File: src/rtl/p3clk_pkg.sv
package p3clk_pkg;
    localparam int PD_W = 2;
    localparam int ST_W = 3;

    localparam logic [PD_W-1:0] PD_P0 = 2'd0;
    localparam logic [PD_W-1:0] PD_P2 = 2'd2;
    localparam logic [PD_W-1:0] PD_P3 = 2'd3;

    typedef enum logic [ST_W-1:0] {
        CS_NORM       = 3'd0,
        CS_ENTER      = 3'd1,
        CS_ENTER_WAIT = 3'd2,
        CS_SLEEP      = 3'd3,
        CS_EXIT       = 3'd4,
        CS_EXIT_WAIT  = 3'd5
    } clk_state_e;

    typedef struct packed {
        clk_state_e      state;
        logic [PD_W-1:0] pd;
        logic            run;
    } fsm_regs_t;

    typedef struct packed {
        logic            pend;
        logic [PD_W-1:0] pd;
    } hold_regs_t;

    // A request for P3 as the exit level falls back to P0
    function automatic logic [PD_W-1:0] map_exit_pd(input logic [PD_W-1:0] sel);
        return (sel == PD_P3) ? PD_P0 : sel;
    endfunction
endpackage

File: src/rtl/p3clk_sync.sv
module p3clk_sync #(
    parameter int STAGES = 2
) (
    input  logic clk,
    input  logic rst_n,
    input  logic async_in,
    output logic rise_pulse
);
    localparam int CHAIN_W = STAGES + 1;

    logic [CHAIN_W-1:0] chain_d, chain_q;

    always_comb begin
        chain_d[0] = async_in;
    end

    for (genvar i = 1; i < CHAIN_W; i++) begin : g_chain
        always_comb begin
            chain_d[i] = chain_q[i-1];
        end
    end

    always_ff @(posedge clk or negedge rst_n) begin
        if (!rst_n) chain_q <= '0;
        else        chain_q <= chain_d;
    end

    assign rise_pulse = chain_q[STAGES-1] & ~chain_q[STAGES];
endmodule

File: src/rtl/p3clk_exit_hold.sv
module p3clk_exit_hold
    import p3clk_pkg::*;
(
    input  logic            clk,
    input  logic            rst_n,
    input  logic            capture,
    input  logic [PD_W-1:0] sel_in,
    input  logic            clear,
    output logic            pending,
    output logic [PD_W-1:0] pend_pd
);
    hold_regs_t r_d, r_q;

    always_comb begin
        r_d = r_q;
        if (clear) begin
            r_d.pend = 1'b0;
        end else if (capture && !r_q.pend) begin
            r_d.pend = 1'b1;
            r_d.pd   = map_exit_pd(sel_in);
        end
    end

    always_ff @(posedge clk or negedge rst_n) begin
        if (!rst_n) r_q <= '{pend: 1'b0, pd: PD_P0};
        else        r_q <= r_d;
    end

    assign pending = r_q.pend;
    assign pend_pd = r_q.pd;
endmodule

File: src/rtl/p3clk_fsm.sv
module p3clk_fsm
    import p3clk_pkg::*;
(
    input  logic            clk,
    input  logic            rst_n,
    input  logic            enter_req,
    input  logic            exit_req,
    input  logic [PD_W-1:0] exit_sel,
    input  logic            ack,
    input  logic            pending,
    input  logic [PD_W-1:0] pend_pd,
    output logic            capture,
    output logic            clear,
    output clk_state_e      state,
    output logic [PD_W-1:0] pd,
    output logic            run
);
    fsm_regs_t r_d, r_q;

    always_comb begin
        r_d     = r_q;
        capture = 1'b0;
        clear   = 1'b0;
        unique case (r_q.state)
            CS_NORM: begin
                if (enter_req) begin
                    r_d.state = CS_ENTER;
                    r_d.pd    = PD_P3;
                end
            end
            CS_ENTER: begin
                capture   = exit_req;
                r_d.state = CS_ENTER_WAIT;
            end
            CS_ENTER_WAIT: begin
                capture = exit_req;
                if (ack) r_d.state = CS_SLEEP;
            end
            CS_SLEEP: begin
                if (pending) begin
                    clear     = 1'b1;
                    r_d.state = CS_EXIT;
                    r_d.pd    = pend_pd;
                end else if (exit_req) begin
                    r_d.state = CS_EXIT;
                    r_d.pd    = map_exit_pd(exit_sel);
                end
            end
            CS_EXIT: begin
                r_d.state = CS_EXIT_WAIT;
            end
            CS_EXIT_WAIT: begin
                if (ack) r_d.state = CS_NORM;
            end
            default: begin
                r_d.state = CS_NORM;
            end
        endcase
        r_d.run = !((r_d.state == CS_SLEEP) || (r_d.state == CS_EXIT));
    end

    always_ff @(posedge clk or negedge rst_n) begin
        if (!rst_n) r_q <= '{state: CS_NORM, pd: PD_P2, run: 1'b1};
        else        r_q <= r_d;
    end

    assign state = r_q.state;
    assign pd    = r_q.pd;
    assign run   = r_q.run;
endmodule

File: src/rtl/p3clk_ctrl.sv
module p3clk_ctrl
    import p3clk_pkg::*;
#(
    parameter int SYNC_STAGES = 2
) (
    input  logic            clk_aon,
    input  logic            rst_n,
    input  logic            p3_enter_req,
    input  logic            p3_exit_req,
    input  logic [PD_W-1:0] exit_pd_sel,
    input  logic            phy_status_in,
    output logic [PD_W-1:0] phy_powerdown,
    output logic            pclk_running,
    output logic [ST_W-1:0] clk_state
);
    logic            ack;
    logic            capture;
    logic            clear;
    logic            pending;
    logic [PD_W-1:0] pend_pd;
    clk_state_e      state;

    p3clk_sync #(.STAGES(SYNC_STAGES)) u_sync (
        .clk        (clk_aon),
        .rst_n      (rst_n),
        .async_in   (phy_status_in),
        .rise_pulse (ack)
    );

    p3clk_exit_hold u_hold (
        .clk     (clk_aon),
        .rst_n   (rst_n),
        .capture (capture),
        .sel_in  (exit_pd_sel),
        .clear   (clear),
        .pending (pending),
        .pend_pd (pend_pd)
    );

    p3clk_fsm u_fsm (
        .clk       (clk_aon),
        .rst_n     (rst_n),
        .enter_req (p3_enter_req),
        .exit_req  (p3_exit_req),
        .exit_sel  (exit_pd_sel),
        .ack       (ack),
        .pending   (pending),
        .pend_pd   (pend_pd),
        .capture   (capture),
        .clear     (clear),
        .state     (state),
        .pd        (phy_powerdown),
        .run       (pclk_running)
    );

    assign clk_state = state;
endmodule

File: config.mk
export PLATFORM = sky130hd
export DESIGN_NAME = p3clk_ctrl
export DESIGN_NICKNAME = d
export VERILOG_FILES = /design/src/rtl/p3clk_pkg.sv /design/src/rtl/p3clk_sync.sv /design/src/rtl/p3clk_exit_hold.sv /design/src/rtl/p3clk_fsm.sv /design/src/rtl/p3clk_ctrl.sv
export SDC_FILE = /design/constraint.sdc
export NUM_CORES = 1
export LEC_CHECK = 0
export BUFFER_PORTS_ARGS = -buffer_cell sky130_fd_sc_hd__clkbuf_2
export CAP_MARGIN = 40
export CORE_MARGIN = 2
export CORE_UTILIZATION = 30
export CTS_CLUSTER_DIAMETER = 80
export DETAILED_ROUTE_END_ITERATION = 8
export PLACE_DENSITY = 0.57
export SYNTH_ARGS = -nofsm -noshare
export SYNTH_HDL_FRONTEND = slang
export SYNTH_HIERARCHICAL = 1
export SYNTH_SLANG_ARGS = --single-unit
File: constraint.sdc
create_clock -name clk_aon -period 1.4 [get_ports clk_aon]
set_input_delay 0.07 -clock clk_aon [delete_from_list [all_inputs] [get_ports clk_aon]]
set_output_delay 0.07 -clock clk_aon [all_outputs]
set_load 0.05 [all_outputs]
# Word-level counts from Yosys, hierarchy flattened
# Index checks and enable logic that the tools add are counted.
dict set report op_classes {
  eq_ne 10
  mux 13
  bitwise_logic 3
  reduce_logical 10
}
# cell count
set ops {}
lappend ops {{one-hot mux 3 bit (6 select lines)} 1}
lappend ops {{two-way mux 5 bit} 3}
lappend ops {{equality test 3 x 2 -> 1 bit (second input constant)} 3}
lappend ops {{equality test 3 bit (second input constant)} 3}
lappend ops {{two-way mux 3 bit} 3}
lappend ops {{two-way mux 1 bit} 4}
lappend ops {{one-hot mux 2 bit (2 select lines)} 1}
lappend ops {{nonzero test 2 bit} 2}
lappend ops {{equality test 3 x 1 -> 1 bit (second input constant)} 1}
lappend ops {{zero test 3 bit} 1}
lappend ops {{inequality test 3 bit (second input constant)} 1}
lappend ops {{AND reduction 3 bit} 1}
lappend ops {{equality test 2 bit (second input constant)} 1}
lappend ops {{zero test 1 bit} 2}
lappend ops {{two-way mux 2 bit} 1}
lappend ops {{inequality test 2 bit (second input constant)} 1}
lappend ops {{inverter 1 bit} 2}
lappend ops {{AND reduction 2 bit} 1}
lappend ops {{OR reduction 2 bit} 1}
lappend ops {{AND 1 bit} 1}
lappend ops {{logical AND 1 bit} 1}
lappend ops {{logical OR 1 bit} 1}
dict set report word_totals {
  regBits 12
  out_inout_bits 6
  word_cells 42
}

# Longest topological paths before layout
dict set report depth {
  depth_word 8
  ltp_mapped 5
}

# Modules after synthesis
# Netlist, hierarchy kept.
# mod instances cells_per_inst area_each_um2 seq_area_each_um2
set modules_own_cells {}
lappend modules_own_cells {p3clk_fsm 1 37 355.3 152.6}
lappend modules_own_cells {p3clk_exit_hold 1 10 130.1 75.1}
lappend modules_own_cells {p3clk_sync 1 4 88.8 75.1}

# Worst setup path before layout
# OpenSTA, ideal clock, no wires.
dict set report synth_timing {
  kind {reg2reg}
  from {register u_fsm.r_q (netlist bit u_fsm/state[1])}
  to {register u_hold.r_q (netlist bit u_hold/pend_pd[0])}
  setup_ps 125
  t_arrival_ps 1710
  required_ps 1275
  slack_ps -435
  path_stages_with_launch 6
  period_less_slack_ps 1835
  path_cell_list {dfrtp_1 > buf_2 > and2b_2 > and3_1 > nor3b_2 > mux2_2}
}
dict set report synth_between {
  elab_cells_between_ends 9
  cone_classes {eq/ne (3); mux (2); bitwise (1); reduce/logical (3)}
}
# item line
set synth_rtl {}
lappend synth_rtl {{start: declaration} p3clk_fsm.sv:18} ;# fsm_regs_t r_d, r_q;
lappend synth_rtl {{start signal: assignment} p3clk_fsm.sv:63} ;# if (!rst_n) r_q <= '{state: CS_NORM, pd: PD_P2, run: 1'b1};
lappend synth_rtl {{start signal: assignment} p3clk_fsm.sv:64} ;# else r_q <= r_d;
lappend synth_rtl {{equality test 3 x 2 -> 1 bit} p3clk_fsm.sv:24} ;# unique case (r_q.state)
lappend synth_rtl {{two-way mux 1 bit} p3clk_fsm.sv:24}
lappend synth_rtl {{named net clear} p3clk_ctrl.sv:18} ;# logic clear;
lappend synth_rtl {{inverter 1 bit (no line)} n/a}
lappend synth_rtl {{AND reduction 2 bit (no line)} n/a}
lappend synth_rtl {{end signal: assignment} p3clk_exit_hold.sv:25} ;# if (!rst_n) r_q <= '{pend: 1'b0, pd: PD_P0};
lappend synth_rtl {{end signal: assignment} p3clk_exit_hold.sv:26} ;# else r_q <= r_d;
lappend synth_rtl {{end: declaration} p3clk_exit_hold.sv:12} ;# hold_regs_t r_d, r_q;
# The timed path passes the listed nets, and every way through them passes these cells.
# A chain may end at the register's enable or synchronous reset.

# Worst setup path in the final report
dict set report layout_timing {
  from {register u_fsm.r_q (netlist bit u_fsm/state[1])}
  to {register u_hold.r_q (netlist bit u_hold/pend_pd[1])}
}
# Same word-level chain as after synthesis.

==> metrics.md <==
| Metric | Value |
|---|---|
| Num Clock Sinks | `12` |
| CP Launch Type | `flop` |
| Total Routing Usage GR | `0.1189` |
| Max incr delay on CP | `approximately 420 ps` |
| Yosys reg bits | `12` |
| Detail Route Antenna Nets | `0` |
| Distinct cell type count after synthesis | `24` |
| Failing checks | `setup timing` |
| Clk slew on worst S/H paths | `about 70 ps` |
| CP max FO | `3` |
| Finished Cell Area | `roughly 800 um2` |
| Max Cap Viol | `0` |
| Cell Chain, Critical Path | `and2b_2 > and3_4 > nor3b_4 > mux2_4` |
| Largest net degree at the start of global routing | `13` |
| Crit path DAT | `between 1500 and 2000 ps` |
| Fin worst setup slack | `-57.72 ps` |
| First-pass GRT wire length | `1.897 mm` |
| Commonest non-fill, non-tap cell in the layout | `clkbuf_2` |
| Core region area | `1764 um2` |
| Die height | `roughly 48 um` |
| CTS Buffer Depth | `2` |
| Number of hold violations in the final report | `0` |
| Drt pass-1 iters | `3` |
| PortBufs | `12` |
| Initial core utilization | `0.3255` |
| Met2 usage in global routing | `0.1920` |
| Critical path type | `flop to flop` |
| Met3 usage | `0.05660` |
| Area grow syn2layout | `40.09%` |
| Gpl congestion | `0.7291` |
| Ys Warns | `6` |
| Final period util | `1.041` |
| RSZ-0062 raised after global routing | `yes` |
| Number of global-route vias before repair | `around 440` |
| Placed cell area | `~730 um2` |
| Clk_lat worst skew | `270 ps` |
| GRT busiest layer | `met2` |
| CTS root buffer | `clkbuf_4` |
| Num CTS Buffers | `3` |
| Max Slew Vio Count | `0` |
| Hold Slack | `~180 ps` |
| DR WL/cell | `around 11 um` |
| Min cycle time layout | `roughly 1500 ps` |
| Congestion Overflow GR | `0` |
| Crit end category | `flop` |
| Number of diodes | `0` |
| Routed wire length | `around 1.1 mm` |
| Met1 Track Usage GR | `0.1488` |
| Die footprint | `2281 um2` |
| Worst vdd ir | `about 0.0008 V` |
| Slowest cell on the critical path | `dfrtp_2` |
| Count of final setup violators | `2` |
| Post-synthesis instance area | `574.3 um2` |
| Remaining DRCs | `0` |
| Syn nets | `just under 60` |
| Most frequent cells in the layout | `12 x clkbuf_2, 9 x buf_4, 7 x dfrtp_1, 5 x nor2_1, 5 x nor2b_1` |
| H-tree levels | `1` |
| Syn_area_per_cell | `~11 um2` |
| CTS tree | `yes` |
| Power Density | `approximately 2400 nW/um2` |
| Pre-CTS setup slack | `-66.99 ps` |
| Layout cell share with drive strength beyond 1 | `0.5395` |
| Die width | `between 40 and 50 um` |
| Worst Max-Slew Pin Slew | `335.3 ps` |
| Leakage | `approximately 0.36 nW` |
| Vias | `about 450` |
| Fillers | `roughly 180` |
| Slew HR | `0.7760` |
| Rows | `15` |
| HPWL after DPL | `838 um` |
| Worst clock skew | `around 1.6 ps` |
| Peak Freq | `between 600 and 700 MHz` |
| Status | `complete, but fails checks` |
| Critical Path RT | `between 1500 and 2000 ps` |
| Starting DRT DRC Count | `5` |
| Sequential-to-total area share from yosys stat | `0.5272` |
| I/O Pins | `13` |
| Via-per-instance ratio | `4.416` |
| Initial antenna violation count | `0` |
| PostCTS Resize Cnt | `0` |
| Fin nets | `84` |
| Hold WC Path Type | `input port to flop` |
| Syn Inst Count | `just over 50` |
-- final timing paths --
path	depth (start not counted)	startpoint	slack, ps	endpoint
setup / recovery	4	u_fsm/state[1]	-60	u_hold/pend_pd[1]
hold / removal	3	exit_pd_sel[1]	180	u_hold/pend_pd[0]
setup reg to reg	4	u_fsm/state[1]	-60	u_hold/pend_pd[1]
hold reg to reg	0	u_sync/chain_q[0]	360	u_sync/chain_q[1]
max in group asynchronous	2	rst_n	900	u_fsm/run
min in group asynchronous	2	rst_n	210	u_hold/pend_pd[0]
-- state kept, by name (all words and copies together) (netlist names) --
| name | flops |
|---|---|
| u_fsm/state | 3 |
| u_sync/chain_q | 3 |
| u_fsm/run | 1 |
| u_hold/pending | 1 |
| u_hold/pend_pd | 2 |
| u_fsm/pd | 2 |
-- through the flow --
step                power [mW]  setup TNS, ps  std cells  utilization
floorplan                1.358         -620.2         51            -
global placement         1.621         -90.32         93       0.4156
detailed placement       1.634         -133.2         93       0.4156
CTS                      1.946         -117.2        100       0.4518
global route             2.076         -172.0        101       0.4560
finish                   1.938         -114.4        101       0.4560
-- cell usage after synthesis --
| library cell | instances | area [um2] |
|---|---|---|
| buf_4 | 1 | 7.510 |
| nor2b_4 | 1 | 13.76 |
| nor2b_1 | 5 | 31.28 |
| buf_2 | 1 | 5.000 |
| nor2b_2 | 1 | 8.760 |
| nor3_1 | 1 | 5.000 |
| a21oi_1 | 3 | 15.01 |
| o32a_1 | 2 | 20.02 |
| xnor2_1 | 1 | 8.760 |
| nor2_2 | 1 | 6.260 |
| and2b_2 | 1 | 8.760 |
| o21ai_0 | 1 | 5.000 |
| nand3b_2 | 1 | 11.26 |
| nor3b_2 | 1 | 12.51 |
| dfstp_2 | 2 | 52.55 |
| o2bb2ai_1 | 1 | 8.760 |
| o22ai_1 | 1 | 6.260 |
| nor3b_1 | 2 | 15.01 |
| mux2_2 | 3 | 33.78 |
| nor2_1 | 5 | 18.77 |
| nand2_1 | 3 | 11.26 |
| nand2b_1 | 2 | 12.51 |
| and3_1 | 1 | 6.260 |
| dfrtp_1 | 10 | 250.2 |
-- critical path: cells and delay by family (launching register included) --
family / cells / cell delay (ps)
and+or+nand+nor: 3 / 620
DFF: 1 / 420
muxes: 1 / 310
-- metal layers --
| layer | up-vias | wire length [um] |
|---|---|---|
| met2 | 7 | 556 |
| met3 | 2 | 52 |
| li1 | 225 | - |
| met5 | - | 0 |
| met1 | 212 | 504 |
| met4 | 0 | 8 |
-- where the power goes --
part / switching (mW) / total [mW] / leakage (nW) / internal, mW
clock network: 0.110 / 0.268 / 0.0210 / 0.158
logic: 0.624 / 1.10 / 0.202 / 0.478
registers: 0.0734 / 0.567 / 0.137 / 0.494
-- kinds of logic (layout without fill, tap and decap cells) --
| family | count (synthesis) | after routing | synth area share |
|---|---|---|---|
| XOR/XNOR | 1 | 1 | 0.01525 |
| AO/OA/AOI/OAI | 8 | 8 | 0.09586 |
| flip-flops | 12 | 12 | 0.5272 |
| multiplexers | 3 | 3 | 0.05882 |
| AND/OR/NAND/NOR | 25 | 25 | 0.2810 |
| buffers and inverters | 2 | 27 | 0.02178 |
-- final cells by class --
| type | count | area [um2] | share of cell area |
|---|---|---|---|
| Clock buffer | 4 | 36.28 | 0.04510 |
| Multi-Input combinational cell | 37 | 282.8 | 0.3515 |
| Sequential cell | 12 | 306.5 | 0.3810 |
| Tap cell | 25 | 31.28 | 0.03888 |
| Timing Repair Buffer | 23 | 147.6 | 0.1835 |
-- timing repair --
action                                  in CTS  in global routing
pin swaps                                    2                  0
gates cloned                                 0                  0
buffers inserted                             1                  1
hold buffers                                 2                  0
endpoints found under the setup margin       2                  2
endpoints found under the hold margin       13                  0
Power figures use the tool's default switching activity.
